<file path="src/rtl/irq_agg_pkg.sv">
package irq_agg_pkg;

    // Source qualification result shared by the combiner and the status capture.
    typedef struct packed {
        logic ser_act;   // serial controller requesting
        logic prn_act;   // printer qualified and requesting
        logic any_act;   // at least one qualified source
    } irq_src_t;

endpackage

</file>
<file path="src/rtl/irq_agg_ctrl.sv">
// Control latch holding the printer interrupt enable.
module irq_agg_ctrl (
    input  logic clk,
    input  logic rst_n,
    input  logic wr_stb,
    input  logic wr_en_bit,
    output logic prn_en
);
    typedef struct packed {
        logic prn_en;
    } ctrl_t;

    ctrl_t st_d;
    ctrl_t st_q;

    always_comb begin
        st_d = st_q;
        if (wr_stb) begin
            st_d.prn_en = wr_en_bit;
        end
    end

    always_ff @(posedge clk) begin
        if (!rst_n) begin
            st_q <= '0;
        end else begin
            st_q <= st_d;
        end
    end

    assign prn_en = st_q.prn_en;
endmodule

</file>
<file path="src/rtl/irq_agg_combine.sv">
// Qualifies both sources and forms the combined level request.
module irq_agg_combine
    import irq_agg_pkg::*;
(
    input  logic     ser_irq_n,
    input  logic     prn_busy,
    input  logic     prn_en,
    output irq_src_t src,
    output logic     irq_n
);
    always_comb begin
        src         = '0;
        src.ser_act = ~ser_irq_n;
        src.prn_act = prn_en & ~prn_busy;
        src.any_act = src.ser_act | src.prn_act;
    end

    assign irq_n = ~src.any_act;
endmodule

</file>
<file path="src/rtl/irq_agg_status.sv">
// Captures the status snapshot on a read strobe.
module irq_agg_status
    import irq_agg_pkg::*;
#(
    parameter int DATA_W    = 8,
    parameter int FLAG_BIT  = 4,
    parameter int CAUSE_BIT = 3
) (
    input  logic              clk,
    input  logic              rst_n,
    input  logic              rd_stb,
    input  irq_src_t          src,
    output logic [DATA_W-1:0] rdata
);
    typedef struct packed {
        logic [DATA_W-1:0] rdata;
    } stat_t;

    logic [DATA_W-1:0] snap;
    stat_t st_d;
    stat_t st_q;

    for (genvar gi = 0; gi < DATA_W; gi++) begin : g_bit
        if (gi == FLAG_BIT) begin : g_flag
            assign snap[gi] = src.any_act;
        end else if (gi == CAUSE_BIT) begin : g_cause
            assign snap[gi] = src.prn_act;
        end else begin : g_zero
            assign snap[gi] = 1'b0;
        end
    end

    always_comb begin
        st_d = st_q;
        if (rd_stb) begin
            st_d.rdata = snap;
        end
    end

    always_ff @(posedge clk) begin
        if (!rst_n) begin
            st_q <= '0;
        end else begin
            st_q <= st_d;
        end
    end

    assign rdata = st_q.rdata;
endmodule

</file>
<file path="src/rtl/irq_aggregator.sv">
module irq_aggregator
    import irq_agg_pkg::*;
#(
    parameter int DATA_W    = 8,
    parameter int FLAG_BIT  = 4,
    parameter int CAUSE_BIT = 3
) (
    input  logic              clk,
    input  logic              rst_n,
    input  logic              ctl_wr,
    input  logic              ctl_en,
    input  logic              ser_irq_n,
    input  logic              prn_busy,
    input  logic              stat_rd,
    output logic              irq_n,
    output logic [DATA_W-1:0] stat_q
);
    logic     prn_en_q;
    irq_src_t src;

    irq_agg_ctrl u_ctrl (
        .clk       (clk),
        .rst_n     (rst_n),
        .wr_stb    (ctl_wr),
        .wr_en_bit (ctl_en),
        .prn_en    (prn_en_q)
    );

    irq_agg_combine u_comb (
        .ser_irq_n (ser_irq_n),
        .prn_busy  (prn_busy),
        .prn_en    (prn_en_q),
        .src       (src),
        .irq_n     (irq_n)
    );

    irq_agg_status #(
        .DATA_W    (DATA_W),
        .FLAG_BIT  (FLAG_BIT),
        .CAUSE_BIT (CAUSE_BIT)
    ) u_stat (
        .clk    (clk),
        .rst_n  (rst_n),
        .rd_stb (stat_rd),
        .src    (src),
        .rdata  (stat_q)
    );
endmodule

</file>
<file path="config.mk">
export PLATFORM = sky130hd
export DESIGN_NAME = irq_aggregator
export DESIGN_NICKNAME = d
export VERILOG_FILES = /design/src/rtl/irq_agg_pkg.sv /design/src/rtl/irq_agg_ctrl.sv /design/src/rtl/irq_agg_combine.sv /design/src/rtl/irq_agg_status.sv /design/src/rtl/irq_aggregator.sv
export SDC_FILE = /design/constraint.sdc
export NUM_CORES = 1
export LEC_CHECK = 0
export BUFFER_PORTS_ARGS = -buffer_cell sky130_fd_sc_hd__buf_2
export CAP_MARGIN = 20
export CELL_PAD_IN_SITES_DETAIL_PLACEMENT = 2
export CELL_PAD_IN_SITES_GLOBAL_PLACEMENT = 2
export CORE_AREA = 5 5 42 44
export DETAILED_ROUTE_END_ITERATION = 7
export DIE_AREA = 0 0 47 49
export PLACE_DENSITY_LB_ADDON = 0.1
export SETUP_SLACK_MARGIN = 0.4
export SYNTH_ARGS = -nofsm -noshare
export SYNTH_HDL_FRONTEND = slang
export SYNTH_SLANG_ARGS = --single-unit
export TNS_END_PERCENT = 5
</file>
<file path="constraint.sdc">
create_clock -name clk -period 1.55 [get_ports clk]
set_input_delay 0.155 -clock clk [delete_from_list [all_inputs] [get_ports clk]]
set_output_delay 0.155 -clock clk [all_outputs]
set_load 0.03 [all_outputs]
</file>
==> results.py <==
metrics = {
    "critical_path": {
        "crit_required_ps": 1390,
        "worstPathMaxFanout": 3,
        "path_class": "register to primary output",
        "end_kind": "primary output",
        "worstPathArrival_ps": 930,
        "startpoint_type": "register",
        "r2r_cells": 2,
    },
    "power_and_ir_drop": {
        "p_per_area_nw_per_um2": 1120,
        "cellLeakagePower_nw": 0.123,
        "ir_drop_v": 0.000200,
    },
    "floorplanning": {
        "die_h_um": 49,
        "rows": 14,
        "coreArea_sq_um": 1400,
        "die_w_um": 47,
        "top_level_ports": 16,
        "dieArea_sq_um": 2300,
        "start_util_pct": 12.3,
    },
    "sta": {
        "max_freq_mhz": 921,
        "finClkSkew_ps": 1.13,
        "setup_violations": 0,
        "tns_ps": 0,
        "rsz0062_at_grt": "no",
        "fin_hold_ws_ps": 134,
        "finalHoldViolCount": 0,
        "fin_crit_ps": 1090,
        "period_share_pct": 70.0,
        "finalMaxSlewViolations": 0,
    },
    "placement": {
        "io_buffers": 9,
        "dp_hpwl_um": 358,
        "routabilityCongestion": 0.590,
    },
    "cts": {
        "clk_pin_slew_ps": 40,
        "clkLatencyLatePin_ps": 230,
        "numCtsBuffers": 3,
        "post_cts_buffers": 0,
        "cts.sinks": 3,
        "cts_max_path_buffers": 2,
        "cts_tree": "yes",
        "cts_htree_levels": 1,
        "cts_root_buf": "clkbuf_4",
    },
    "status": {
        "status": "complete, no violations",
    },
    "synthesis": {
        "synth_cell_types": 12,
        "synth_warnings": 0,
        "synth_area_sq_um": 173,
        "seq_area_frac_synth_pct": 34.8,
        "syn_area_per_cell_sq_um": 9.09,
        "syn_inst": 19,
        "ys_ff_latch": 3,
    },
    "grt": {
        "grtUsageTotal_pct": 4.92,
        "first_global_vias": 180,
        "grt_pass1_wl_um": 731,
        "grt_overflow": 0,
        "grt_max_degree": 5,
        "antenna_found_initial": 0,
    },
    "job": {
        "drv_cap": 0,
    },
    "drt": {
        "firstDrtPassIters": 1,
        "via_per_inst": 3.17,
        "vias": 149,
        "drc_errors": 0,
        "ant_nets": 0,
        "routed_wl_um": 427,
        "routedWlPerCell_um": 9.09,
        "drt_iter0_drc": 0,
    },
    "final_layout": {
        "finalNetCount": 39,
        "antenna_cells": 0,
        "fillerInstances": 178,
        "area_growth_pct": 42.0,
        "layout-drive-gt1-share_pct": 45.2,
        "layout_commonest_cell": "buf_2",
        "final_cell_mix": "8 x buf_2, 6 x conb_1, 3 x clkbuf_4",
    },
    "min_path": {
        "min_path_cells": 2,
        "hold_class": "input port to register",
    },
}
[registers in the layout (all words and copies together) (netlist names)]
register,count
u_stat.rdata,2
u_ctrl.prn_en,1
[cell usage after synthesis]
master,n,share of area [%]
o21ai_1,1,2.9
mux2i_1,1,5.8
a31oi_1,1,3.6
o21ai_0,1,2.9
nand2b_4,1,8.0
nand3b_1,1,4.3
dfxtp_1,3,35
buf_4,6,26
nor2b_1,1,3.6
conb_1,1,2.2
and2_1,1,3.6
nand2_1,1,2.2
[worst max-delay path: stages, from the launching register on]
cell	delay [ps]
dfxtp_2	340
nand2b_4	60
and2_1	160
buf_6	130
[where the power goes]
part | leakage, nW | internal [mW] | switching [mW]
clock network | 0.0150 | 0.0964 | 0.0394
logic | 0.0833 | 0.0166 | 0.0375
registers | 0.0250 | 0.0820 | 0.00253
total | 0.123 | 0.195 | 0.0793
[routing by layer]
metal	track usage, %	routed length [um]	vias to the layer above
met5	0	0	-
met1	5.03	169	65
met4	5.53	6	0
li1	-	-	73
met3	3.32	42	2
met2	5.88	209	9
[final timing paths]
check / start / end / slack, ps
worst max-delay path: u_ctrl.prn_en / irq_n / 460
worst max register to register: u_stat.rdata[4] / u_stat.rdata[4] / 910
worst min register to register: u_stat.rdata[3] / u_stat.rdata[3] / 480
worst min-delay path: ser_irq_n / u_stat.rdata[4] / 130
[per-stage QoR]
stage          util, %  setup slack [ps]  instances  total power, mW  area [sq um]
2_1_floorplan        -               724         24            0.133           191
3_3_place_gp      15.1               659         43            0.137           211
3_5_place_dp      15.1               656         43            0.137           211
4_1_cts           17.1               424         47            0.279           239
5_1_grt           17.5               416         47            0.292           245
6_report          17.5               464         47            0.274           245
[final cells by class]
cell class	count	area [sq um]	area share, %
clock buffer	4	26.3	10.7
multi-input combinational	15	86.3	35.2
sequential	3	61.3	25.0
tap	16	20.0	8.16
timing repair buffer	9	51.3	20.9
[cell families (layout without fill, tap and decap cells)]
kind of cell | Yosys count | in the layout | share of synthesized area, %
compound gates | 3 | 3 | 9.42
mux | 1 | 1 | 5.80
buf+inv | 6 | 13 | 26.1
simple gates | 5 | 5 | 21.7
flops | 3 | 3 | 34.8
other cells | 1 | 6 | 2.17
[timing repair]
| action | CTS | global route |
|---|---|---|
| gates resized for setup | 1 | 3 |
| hold buffers | 0 | 0 |
| gates cloned | 0 | 0 |
| setup endpoints to repair | 1 | 1 |
Power figures use the tool's default switching activity.
